==> src/rtl/spi_cs_pkg.sv <==
package spi_cs_pkg;

    typedef enum logic [2:0] {
        S_IDLE,
        S_LEAD,
        S_FIRE,
        S_SHIFT,
        S_TAIL,
        S_GAP
    } seq_state_e;

    localparam int unsigned GAP_FLOOR  = 6;
    localparam int unsigned TAIL_ZERO  = 4;
    localparam int unsigned TAIL_SCALE = 32;

    // Cycles between select assertion and shift start.
    function automatic int unsigned lead_len(int unsigned lead, int unsigned half);
        if (lead != 0) return lead;
        return (half == 0) ? 1 : half;
    endfunction

    // Cycles held after a word completes.
    function automatic int unsigned tail_len(int unsigned tail);
        return (tail == 0) ? TAIL_ZERO : tail * TAIL_SCALE;
    endfunction

    // Cycles with all lines released before a new select.
    function automatic int unsigned gap_len(int unsigned gap);
        return (gap <= GAP_FLOOR) ? GAP_FLOOR : gap;
    endfunction

endpackage

==> src/rtl/spi_cs_decode.sv <==
module spi_cs_decode #(
    parameter int NCS = 4
) (
    input  logic                    enc,
    input  logic [NCS-1:0]          sel,
    output logic [NCS-1:0]          lines,
    output logic [$clog2(NCS)-1:0]  set
);
    localparam int SW = $clog2(NCS);

    always_comb begin
        logic found;
        found = 1'b0;
        lines = '1;
        set   = SW'(NCS - 1);
        if (enc) begin
            lines = sel;
            set   = sel[NCS-1 -: SW];
        end else begin
            for (int i = 0; i < NCS; i++) begin
                if (!found && !sel[i]) begin
                    lines[i] = 1'b0;
                    set      = SW'(i);
                    found    = 1'b1;
                end
            end
        end
    end
endmodule

==> src/rtl/spi_cs_delay.sv <==
module spi_cs_delay
    import spi_cs_pkg::*;
#(
    parameter int NCS = 4,
    parameter int DW  = 8,
    parameter int CW  = DW + 6
) (
    input  logic [NCS*DW-1:0]       lead_cfg,
    input  logic [NCS*DW-1:0]       tail_cfg,
    input  logic [NCS*DW-1:0]       half_cfg,
    input  logic [DW-1:0]           gap_cfg,
    input  logic [$clog2(NCS)-1:0]  set,
    output logic [CW-1:0]           lead_cyc,
    output logic [CW-1:0]           tail_cyc,
    output logic [CW-1:0]           gap_cyc
);
    logic [DW-1:0] lead_f, tail_f, half_f;

    assign lead_f   = lead_cfg[set*DW +: DW];
    assign tail_f   = tail_cfg[set*DW +: DW];
    assign half_f   = half_cfg[set*DW +: DW];
    assign lead_cyc = CW'(lead_len(32'(lead_f), 32'(half_f)));
    assign tail_cyc = CW'(tail_len(32'(tail_f)));
    assign gap_cyc  = CW'(gap_len(32'(gap_cfg)));
endmodule

==> src/rtl/spi_cs_timer.sv <==
module spi_cs_timer #(
    parameter int CW = 14
) (
    input  logic          clk,
    input  logic          rst,
    input  logic          load,
    input  logic [CW-1:0] len,
    output logic          expired
);
    logic [CW-1:0] cnt;

    always_ff @(posedge clk) begin
        if (rst)            cnt <= '0;
        else if (load)      cnt <= len - CW'(1);
        else if (cnt != '0) cnt <= cnt - CW'(1);
    end

    assign expired = (cnt == '0);
endmodule

==> src/rtl/spi_cs_seq.sv <==
module spi_cs_seq
    import spi_cs_pkg::*;
#(
    parameter int NCS = 4,
    parameter int DW  = 8
) (
    input  logic                    clk,
    input  logic                    rst,
    input  logic                    enable,
    input  logic                    master,
    input  logic                    var_sel,
    input  logic                    dec_mode,
    input  logic [NCS-1:0]          fix_sel,
    input  logic [DW-1:0]           gap_cfg,
    input  logic [NCS*DW-1:0]       lead_cfg,
    input  logic [NCS*DW-1:0]       tail_cfg,
    input  logic [NCS*DW-1:0]       half_cfg,
    input  logic                    word_valid,
    input  logic [NCS-1:0]          word_sel,
    output logic                    word_ready,
    output logic                    shift_start,
    output logic [$clog2(NCS)-1:0]  shift_set,
    input  logic                    shift_done,
    output logic [NCS-1:0]          cs_n,
    output logic [NCS-1:0]          cs_oe_n,
    output logic [NCS-1:0]          end_sel,
    output logic                    end_valid
);
    localparam int SW = $clog2(NCS);
    localparam int CW = DW + 6;

    seq_state_e     state;
    logic [NCS-1:0] tgt, in_sel, dec_in, pick_lines, cs_q;
    logic [SW-1:0]  pick_set;
    logic           pend, active, accept, same, tmr_zero, tmr_load;
    logic [CW-1:0]  lead_cyc, tail_cyc, gap_cyc, tmr_len;

    assign active = enable & master;
    assign in_sel = var_sel ? word_sel : fix_sel;
    assign accept = active & word_valid &
                    ((state == S_IDLE) | ((state == S_TAIL) & tmr_zero));
    assign dec_in = accept ? in_sel : tgt;

    spi_cs_decode #(.NCS(NCS)) u_dec (
        .enc   (dec_mode),
        .sel   (dec_in),
        .lines (pick_lines),
        .set   (pick_set)
    );

    spi_cs_delay #(.NCS(NCS), .DW(DW), .CW(CW)) u_dly (
        .lead_cfg (lead_cfg),
        .tail_cfg (tail_cfg),
        .half_cfg (half_cfg),
        .gap_cfg  (gap_cfg),
        .set      (pick_set),
        .lead_cyc (lead_cyc),
        .tail_cyc (tail_cyc),
        .gap_cyc  (gap_cyc)
    );

    assign same = accept & (pick_lines == cs_q);

    always_comb begin
        tmr_load = 1'b0;
        tmr_len  = lead_cyc;
        unique case (state)
            S_IDLE:  tmr_load = accept;
            S_GAP:   tmr_load = tmr_zero & pend;
            S_SHIFT: begin tmr_load = shift_done; tmr_len = tail_cyc; end
            S_TAIL:  begin tmr_load = tmr_zero & ~same; tmr_len = gap_cyc; end
            default: tmr_load = 1'b0;
        endcase
        if (!active) tmr_load = 1'b0;
    end

    spi_cs_timer #(.CW(CW)) u_tmr (
        .clk     (clk),
        .rst     (rst),
        .load    (tmr_load),
        .len     (tmr_len),
        .expired (tmr_zero)
    );

    always_ff @(posedge clk) begin
        if (rst || !active) begin
            state     <= S_IDLE;
            tgt       <= '1;
            pend      <= 1'b0;
            cs_q      <= '1;
            end_sel   <= '0;
            end_valid <= 1'b0;
        end else begin
            end_valid <= 1'b0;
            unique case (state)
                S_IDLE: if (accept) begin
                    tgt   <= in_sel;
                    cs_q  <= pick_lines;
                    state <= S_LEAD;
                end
                S_LEAD:  if (tmr_zero) state <= S_FIRE;
                S_FIRE:  state <= S_SHIFT;
                S_SHIFT: if (shift_done) begin
                    end_sel   <= cs_q;
                    end_valid <= 1'b1;
                    state     <= S_TAIL;
                end
                S_TAIL: if (tmr_zero) begin
                    if (same) begin
                        state <= S_FIRE;
                    end else begin
                        cs_q  <= '1;
                        pend  <= accept;
                        state <= S_GAP;
                        if (accept) tgt <= in_sel;
                    end
                end
                S_GAP: if (tmr_zero) begin
                    pend <= 1'b0;
                    if (pend) begin
                        cs_q  <= pick_lines;
                        state <= S_LEAD;
                    end else begin
                        state <= S_IDLE;
                    end
                end
                default: state <= S_IDLE;
            endcase
        end
    end

    assign word_ready  = accept;
    assign shift_start = (state == S_FIRE);
    assign shift_set   = pick_set;
    assign cs_n        = cs_q;
    assign cs_oe_n     = active ? '0 : '1;
endmodule

==> config.mk <==
export PLATFORM = sky130hd
export DESIGN_NAME = spi_cs_seq
export DESIGN_NICKNAME = d
export VERILOG_FILES = /design/src/rtl/spi_cs_pkg.sv /design/src/rtl/spi_cs_decode.sv /design/src/rtl/spi_cs_delay.sv /design/src/rtl/spi_cs_timer.sv /design/src/rtl/spi_cs_seq.sv
export SDC_FILE = /design/constraint.sdc
export NUM_CORES = 1
export LEC_CHECK = 0
export ABC_CLOCK_PERIOD_IN_PS = 4500
export CAP_MARGIN = 20
export CORE_MARGIN = 8
export CORE_UTILIZATION = 41
export CTS_CLUSTER_SIZE = 20
export DETAILED_ROUTE_END_ITERATION = 10
export GPL_ROUTABILITY_DRIVEN = 0
export GPL_TIMING_DRIVEN = 0
export PLACE_DENSITY_LB_ADDON = 0.05
export SLEW_MARGIN = 20
export SYNTH_ARGS = -nofsm -noshare
export SYNTH_HDL_FRONTEND = slang
export SYNTH_SLANG_ARGS = --single-unit
==> constraint.sdc <==
create_clock -name clk -period 4.5 [get_ports clk]
set_input_delay 0.9 -clock clk [delete_from_list [all_inputs] [get_ports clk]]
set_output_delay 0.9 -clock clk [all_outputs]
set_load 0.01 [all_outputs]
==> impl_metrics.toml, run 1 <==
[clock_tree]
cts.path.max_buffers = 2
htreeDepth = 2
clk_pin_slew_worst_paths_ps = 80
clock-sinks = 31
cts_hold_buf = 0
cts_tree = "yes"
clk_latency_ps = 290
clockRootBuffer = "clkbuf_8"
cts_buffers = 5

[floorplanning]
coreArea_um2 = 8217
dieArea_um2 = 11720
die-height_um = 108.3
row_count = 33
start_util = 0.4249
fp.dieW_um = 108.3
io_pins = 137

[synth]
synth_seq_cells = 31
yosysMostFrequentCell = "a21oi_1"
ys_types = 77
syn-num-nets = 585
seq_area_frac_synth = 0.1778
synth-edff-count = 0
ys_top_cells_by_area = "dfxtp_1 (18%), mux2i_1 (12%), a21oi_1 (7.0%)"
synth_warnings = 0
synth_ff_type = "dfxtp_1"
synth_common_cells = "a21oi_1 (49), nand2_1 (44), mux2i_1 (43)"
syn_area_um2 = 3491
async_flop_share = 0
synth.largest_area_cell = "dfxtp_1"
synth_cells = 464
synth.avg_cell_area_um2 = 7.523
synth_top_cell_area_share = 0.1778

[global_route]
grt_max_degree = 11
first_global_vias = 4242
grt_use_met2 = 0.3915
grt_first_pass_wirelength_mm = 22.38
use_met1 = 0.3099
grt_use_met3 = 0.04700
grt_usage = 0.2371
overflow = 0
antenna_found_initial = 0
grt.busiest_layer = "met2"

[worst_setup_path]
crit_slowest_cell = "clkdlybuf4s50_1"
worstPathArrival_ps = 4620
cp-start-kind = "input pin"
endpoint_kind = "register"
r2r_start = "u_tmr.cnt[11]"
crit_buf_inv = 4
max_stage_delay_ps = 530
worstSetupPathType = "in -> reg"
cp.required_ps = 4710
worstPathCellList = "clkdlybuf4s50_1 -> nand3b_1 -> a211oi_2 -> mux2_4 -> o32a_1 -> buf_6 -> buf_6 -> buf_8 -> mux2i_4 -> nor4_1 -> a211o_1 -> o22a_4 -> or4_4 -> or3_1 -> a21oi_1"
cpLargestDelayFamily = "compound AO/OA/AOI/OAI gates"
crit_fanout = 10
path_common_cell = "buf_6"
cp-startpoint = "fix_sel[1]"

[cells_and_area]
design_area_um2 = 5540
post-route-util = 0.6743
area_growth_pct = 58.71
nets = 739
fillers = 700
drive_gt1_frac = 0.2019
antenna-diode-count = 0

[power]
power.leakage_nw = 2.143
ir_worst_vdd_mv = 0.3363
powerDensity_nw_per_um2 = 272.2

[timing]
relSlewSlack = 0.4226
max_freq_mhz = 226.9
worstMarginPinSlew_ps = 857.1
finalSetupViolations = 0
drv_slew = 0
post-route-period-util = 0.9793
min_period_ps = 4407
clock_skew_ps = 12.08
hold_viol_final = 0
holdWs_ps = 458.9

[route]
drt.antenna.violating_nets = 0
vias = 4500
via_per_inst = 6.215
post-route-drc-count = 0
dr.pass1.iters = 5
wl_mm = 15.07
wl_per_cell_um = 20.81
drt_iter0_markers = 392

[worst_hold_path]
hp-class = "reg -> reg"
min_from = "end_sel[0]"

[run_status]
status = "finished, final reports clean"

[placed_design]
hpwl_mm = 11.54
portBuffers = 133
placed_area_um2 = 4954

[run]
drv_cap = 0
[state kept, by name (all words and copies together) (netlist names)]
register / cells
cs_n: 4
state: 3
end_sel: 4
u_tmr.cnt: 14
pend: 1
tgt: 4
end_valid: 1
[metrics by stage]
stage          total power, mW  worst slack [ps]  std cells  setup TNS (ps)
2_1_floorplan           0.8871             150.7        464               0
3_3_place_gp             1.121            -953.6        702          -10290
3_5_place_dp             1.143            -985.3        702          -10450
4_1_cts                  1.423            -14.78        715          -14.78
5_1_grt                  1.606            -47.09        724          -81.62
6_report                 1.508             93.19        724               0
[what timing repair did]
item	CTS	global route
endpoints found under the setup margin	14	11
setup buffers	6	8
gates resized for setup	24	61
pin swaps	6	18
gates cloned	0	1
[cells in the final DEF, fill, tap and decap left out, types with 6 or more instances in the layout]
master           instances
nor3_1                  11
o21ai_0                 24
inv_1                    7
buf_4                   22
nand2_1                 43
nor4_2                   6
a21oi_1                 45
mux2i_1                 33
nand4_1                  7
nand3_1                 11
dfxtp_1                 31
a211oi_1                 7
clkbuf_1                10
clkdlybuf4s50_1        128
nor2_1                  35
buf_6                    9
a22oi_1                  6
o32ai_1                  7
mux2i_2                  8
[worst paths after layout]
check | end | cells past startpoint | slack (ps)
worst max-delay path | u_tmr.cnt[5] | 15 | 90
worst min-delay path | end_sel[0] | 2 | 460
worst max register to register | u_tmr.cnt[9] | 15 | 240
worst min register to register | end_sel[0] | 2 | 460
[layout make-up]
class | instances | area, um2 | area share
Clock inverter | 3 | 15.01 | 0.002710
Clock buffer | 5 | 68.82 | 0.01242
Tap cell | 105 | 131.4 | 0.02371
Sequential cell | 31 | 620.6 | 0.1120
Timing Repair Buffer | 147 | 1445 | 0.2608
Multi-Input combinational cell | 392 | 2989 | 0.5395
Buffer | 32 | 236.5 | 0.04268
Inverter | 9 | 33.78 | 0.006098
[worst register-to-register path, stage by stage (launching register included)]
cell	delay [ps]
dfxtp_1	340
nor4_2	460
nand4_2	310
mux2_4	420
o32a_1	200
buf_6	150
buf_6	150
a21oi_2	130
a21oi_1	120
or4_4	590
nor4_4	270
o22a_1	250
o21ba_2	200
buf_6	140
nand4_1	90
mux2_1	320
[per-layer routing]
| metal | up-vias | wire length (um) |
|---|---|---|
| li1 | 2106 | - |
| met1 | 2139 | 6422 |
| met2 | 235 | 7065 |
| met3 | 20 | 1357 |
| met4 | 0 | 221 |
| met5 | - | 0 |
[where the power goes]
part | internal [mW] | switching (mW) | total, mW
sequential | 0.325 | 0.0462 | 0.371
clock | 0.106 | 0.115 | 0.220
combinational | 0.440 | 0.476 | 0.916
[logic make-up after synthesis]
logic type | after synthesis | synth area share
buffers and inverters | 42 | 0.07240
adder cells (fa/ha/maj) | 1 | 0.003584
multiplexers | 53 | 0.1599
flip-flops | 31 | 0.1778
AND/OR/NAND/NOR | 167 | 0.2545
AO/OA/AOI/OAI | 166 | 0.3219
XOR/XNOR | 4 | 0.01004
Power figures use the tool's default switching activity.
==> run 2: changes to the inputs <==
--- a/config.mk
+++ b/config.mk
@@ -7,7 +7,7 @@
 export LEC_CHECK = 0
 export ABC_CLOCK_PERIOD_IN_PS = 4500
 export CAP_MARGIN = 20
-export CORE_MARGIN = 8
+export CORE_MARGIN = 2
 export CORE_UTILIZATION = 41
 export CTS_CLUSTER_SIZE = 20
 export DETAILED_ROUTE_END_ITERATION = 10
==> impl_metrics.toml, run 2 (synthesis gave the netlist of run 1 again) <==
[cells_and_area]
nets = 739
antenna-diode-count = 0
ff_latch_area_um2 = 620.6
area_growth_pct = 55.56
final_cell_mix = "clkdlybuf4s50_1 (128), a21oi_1 (46), nand2_1 (43)"
multi_input_area_um2 = 2870
drive_gt1_frac = 0.1777
top_register = "u_tmr.cnt"
largest_reg_flops = 14
fillers = 720
design_area_um2 = 5430
layout_commonest_cell = "clkdlybuf4s50_1"

[worst_setup_path]
cp-startpoint = "fix_sel[1]"
crit_buf_inv = 4
crit_slowest_cell = "clkdlybuf4s50_1"
r2r_slack_ps = 130
cpLargestDelayFamily = "simple AND/OR/NAND/NOR gates"
path_depth = 15
cp-start-kind = "input pin"
r2r_start = "u_tmr.cnt[11]"
crit_fanout = 9
endpoint = "u_tmr.cnt[5]"
worstPathCellList = "clkdlybuf4s50_1 -> nand3b_1 -> a211oi_2 -> mux2_4 -> o22ai_1 -> or3_1 -> a211oi_4 -> nor2b_2 -> buf_6 -> o22a_2 -> buf_4 -> buf_4 -> or4_4 -> or3_1 -> a21oi_1"
worstSetupPathType = "in -> reg"
worstPathArrival_ps = 4650
ff2ff_path_depth = 13
endpoint_kind = "register"
max_stage_delay_ps = 520
cp.required_ps = 4710
timing.rr.end = "u_tmr.cnt[5]"

[placed_design]
placed_area_um2 = 4954
hpwl_mm = 10.56
portBuffers = 133

[clock_tree]
cts_hold_buf = 0
cts.path.max_buffers = 2
cts_buffers = 5
cts_tree = "yes"
clk_latency_ps = 280
clock-sinks = 31
clockRootBuffer = "clkbuf_8"
htreeDepth = 2
clk_pin_slew_worst_paths_ps = 70

[global_route]
first_global_vias = 4202
antenna_found_initial = 0
grt_max_degree = 11
overflow = 0
grt_usage = 0.2892
grt_first_pass_wirelength_mm = 21.16

[run_status]
status = "finished, final reports clean"

[power]
powerDensity_nw_per_um2 = 273.3
power.switching_uw = 622.8
p_clk_frac = 0.150
p_sw_frac = 0.4196
sequentialPowerShare = 0.250
comb_power_share = 0.600
power.leakage_nw = 2.135
p_total_mw = 1.484
ir_worst_vdd_mv = 0.3404
cell_internal_pwr_uw = 861.5

[timing]
finalSetupViolations = 0
hold_viol_final = 0
relSlewSlack = 0.4086
worstMarginPinSlew_ps = 877.9
min_period_ps = 4435
post-route-period-util = 0.9857
rsz0062_at_grt = "yes"
clock_skew_ps = 6.115
max_freq_mhz = 225.5
drv_slew = 0

[floorplanning]
die-height_um = 96.27
start_util = 0.4249
dieArea_um2 = 9268
fp.dieW_um = 96.27
coreArea_um2 = 8217
io_pins = 137
row_count = 33

[run]
drv_cap = 0

[route]
drt_iter0_markers = 357
via_per_inst = 6.120
vias = 4431
wl_per_cell_um = 19.44
wl_mm = 14.08
dr.pass1.iters = 5
post-route-drc-count = 0
drt.antenna.violating_nets = 0

[worst_hold_path]
hp-class = "reg -> reg"
-- run 2: cell types whose count changed in the layout (fill, tap and decap cells not counted), sizes merged --
cell | before | now
clkinv | 3 | 1
buf | 35 | 36
clkbuf | 16 | 17
clkinvlp | 0 | 1
dlygate4sd2 | 1 | 0
dlymetal6s2s | 4 | 5
nor3b | 3 | 2
-- run 2: worst min path at each step --
stage | startpoint | end | cells past startpoint
after floorplan | pend | pend | 2
after global placement | end_sel[1] | end_sel[1] | 2
after detailed placement | end_sel[3] | end_sel[3] | 2
after CTS | end_sel[3] | end_sel[3] | 2
after global routing | end_sel[3] | end_sel[3] | 2
final | end_sel[3] | end_sel[3] | 2
-- run 2: power groups by stage --
stage	registers, mW	logic (mW)	clock network, mW
after floorplan	0.362	0.525	0
after global placement	0.372	0.747	0
after detailed placement	0.373	0.762	0
after CTS	0.367	0.817	0.228
after global routing	0.376	0.958	0.241
final	0.371	0.890	0.223
-- run 2: final cells by class --
| class | count | area share |
|---|---|---|
| flip-flops and latches | 31 | 0.1143 |
| plain buffers | 32 | 0.04286 |
| well taps | 105 | 0.02419 |
| clock buffers | 6 | 0.01336 |
| inverters | 9 | 0.006221 |
| clock inverters | 2 | 0.002304 |
| repair buffers | 148 | 0.2682 |
| multi-input cells | 391 | 0.5286 |
-- run 2: timing repair --
| item | 4_1_cts | 5_1_grt |
|---|---|---|
| endpoints found under the setup margin | 14 | 12 |
| buffers inserted | 5 | 10 |
| pin swaps | 4 | 14 |
| gates resized for setup | 20 | 48 |
-- run 2: stage by stage --
stage / setup TNS, ps / hold WS [ps] / cells / setup slack, ps / util
after global routing: -295.2 / 478.1 / 724 / -73.36 / 0.6609
final: 0 / 455.3 / 724 / 64.52 / 0.6609
after CTS: -155.7 / 460.3 / 714 / -55.84 / 0.6278
after floorplan: 0 / 467.0 / 464 / 150.7 / -
after global placement: -10180 / 444.0 / 702 / -955.6 / 0.6029
after detailed placement: -10620 / 449.6 / 702 / -1018 / 0.6029
-- run 2: per-layer routing --
layer | up-vias | wire, um | track usage
li1 | 2107 | - | -
met1 | 2098 | 6221 | 0.4032
met2 | 208 | 6547 | 0.4740
met3 | 18 | 1137 | 0.04464
met4 | 0 | 169 | 0.05238
met5 | - | 0 | 0
-- run 2: worst min-delay path: cells and delay by family (launching register included) --
kind | cells | cell delay, ps
flip-flops | 1 | 310
AND/OR/NAND/NOR | 1 | 50
AO/OA/AOI/OAI | 1 | 50
==> run 3: changes to the inputs <==
--- a/config.mk
+++ b/config.mk
@@ -7,7 +7,7 @@
 export LEC_CHECK = 0
 export ABC_CLOCK_PERIOD_IN_PS = 4500
 export CAP_MARGIN = 20
-export CORE_MARGIN = 2
+export CORE_MARGIN = 5
 export CORE_UTILIZATION = 41
 export CTS_CLUSTER_SIZE = 20
 export DETAILED_ROUTE_END_ITERATION = 10
==> impl_metrics.toml, run 3 (synthesis gave the netlist of run 1 again) <==
[placed_design]
dp_cells = 702
portBuffers = 133
hpwl_mm = 11.41
placed_area_um2 = 4954

[power]
power.leakage_nw = 2.170
powerDensity_nw_per_um2 = 273.2
ir_worst_vdd_mv = 0.2652

[cells_and_area]
drive_gt1_frac = 0.1939
largest_reg_flops = 14
layout.cells.non_filler = 724
layout_commonest_cell = "clkdlybuf4s50_1"
post-route-util = 0.6673
nets = 740
design_area_um2 = 5510
top_register = "u_tmr.cnt"
final_cell_mix = "clkdlybuf4s50_1 (125), a21oi_1 (44), nand2_1 (43)"
area_growth_pct = 57.85
antenna-diode-count = 0

[worst_setup_path]
max_stage_delay_ps = 560
worstSetupPathType = "in -> reg"
cp-start-kind = "input pin"
r2r_start = "u_tmr.cnt[3]"
crit_fanout = 10
r2r_slack_ps = 230
cp.required_ps = 4710
worstPathCellList = "clkdlybuf4s50_1 -> mux2_2 -> nand2_1 -> a21oi_1 -> o32a_1 -> buf_6 -> buf_6 -> a21oi_2 -> a21oi_1 -> or4_4 -> nor4_4 -> o22a_1 -> inv_1 -> ha_1 -> nor3b_4 -> and3_1 -> nor3_1"
cpLargestDelayFamily = "simple AND/OR/NAND/NOR gates"
worstPathArrival_ps = 4580
ff2ff_path_depth = 16
endpoint_kind = "register"
crit_buf_inv = 4
crit_slowest_cell = "or4_4"
timing.rr.end = "u_tmr.cnt[6]"

[route]
post-route-drc-count = 0
drt_iter0_markers = 256
wl_mm = 14.71
via_per_inst = 6.209
drt.antenna.violating_nets = 0
wl_per_cell_um = 20.31
dr.pass1.iters = 5
vias = 4495

[worst_hold_path]
min_to = "end_sel[2]"
min_from = "end_sel[2]"
min_path_cells = 2
hp-class = "reg -> reg"

[floorplanning]
row_count = 33
dieArea_um2 = 10460
coreArea_um2 = 8258
start_util = 0.4227
io_pins = 137
fp.dieW_um = 102.3
die-height_um = 102.3

[global_route]
first_global_vias = 4149
grt_max_degree = 11
grt_usage = 0.2616
overflow = 0
antenna_found_initial = 0
grt_first_pass_wirelength_mm = 21.66

[run]
drv_cap = 0

[timing]
min_period_ps = 4372
hold_viol_final = 0
finalSetupViolations = 0
post-route-period-util = 0.9717
clock_skew_ps = 4.418
worstMarginPinSlew_ps = 755.1
drv_slew = 0
relSlewSlack = 0.4913
setup_tns_ps = 0
max_freq_mhz = 228.7
rsz0062_at_grt = "no"

[clock_tree]
cts_tree = "yes"
cts.path.max_buffers = 2
clock-sinks = 31
clockRootBuffer = "clkbuf_8"
clk_latency_ps = 280
cts_buffers = 5
htreeDepth = 2
clk_pin_slew_worst_paths_ps = 70

[run_status]
status = "finished, final reports clean"
[run 3: changes by cell type in the layout (fill, tap and decap cells not counted), sizes merged]
cell and change:
dlymetal6s2s +3, clkdlybuf4s50 -3, buf +1, clkinvlp -1
[run 3: worst min-delay path, stage by stage (launching register included)]
cell	delay [ps]
dfxtp_1	310
nand2_1	50
a21oi_1	50
[run 3: worst max-delay path by stage]
stage	from	end	slack, ps	cells past startpoint
finish	word_sel[3]	u_tmr.cnt[6]	130	17
global route	word_sel[3]	u_tmr.cnt[10]	0.2	17
CTS	enable	shift_set[1]	-40	11
detailed placement	enable	u_tmr.cnt[6]	-1150	17
global placement	enable	u_tmr.cnt[10]	-1050	17
floorplan	word_valid	u_tmr.cnt[10]	150	16
[run 3: cell type report]
class | count | area, um2
plain buffers | 32 | 234.0
clock buffers | 6 | 82.58
clock inverters | 1 | 5.005
fillers | 725 | 2748
inverters | 9 | 33.78
multi-input cells | 391 | 2932
flip-flops and latches | 31 | 620.6
well taps | 105 | 131.4
repair buffers | 149 | 1471
[run 3: metal layers]
metal,vias to the layer above,part of all wire,global-route usage
met3,22,0.11,0.04983
met5,-,0,0
met2,251,0.44,0.4098
met1,2116,0.43,0.3718
met4,0,0.016,0.06054
li1,2106,-,-
[run 3: power by group]
part	total, mW	switching (mW)	internal (mW)
sequential	0.376	0.0513	0.325
clock	0.232	0.112	0.120
combinational	0.897	0.462	0.434
[run 3: stage by stage]
stage | power, mW | hold slack (ps) | setup slack [ps]
floorplan | 0.8871 | 467.0 | 150.7
global placement | 1.124 | 444.8 | -1054
detailed placement | 1.142 | 452.0 | -1149
CTS | 1.430 | 461.4 | -42.09
global route | 1.590 | 485.2 | 0.1998
finish | 1.505 | 461.6 | 127.5
[run 3: repair_timing]
| item | in CTS | in global routing |
|---|---|---|
| hold buffers | 0 | 0 |
| setup endpoints to repair | 15 | 10 |
| buffers inserted | 6 | 10 |
| cloned | 0 | 0 |
| pin swaps | 5 | 19 |
| resized for setup | 25 | 57 |
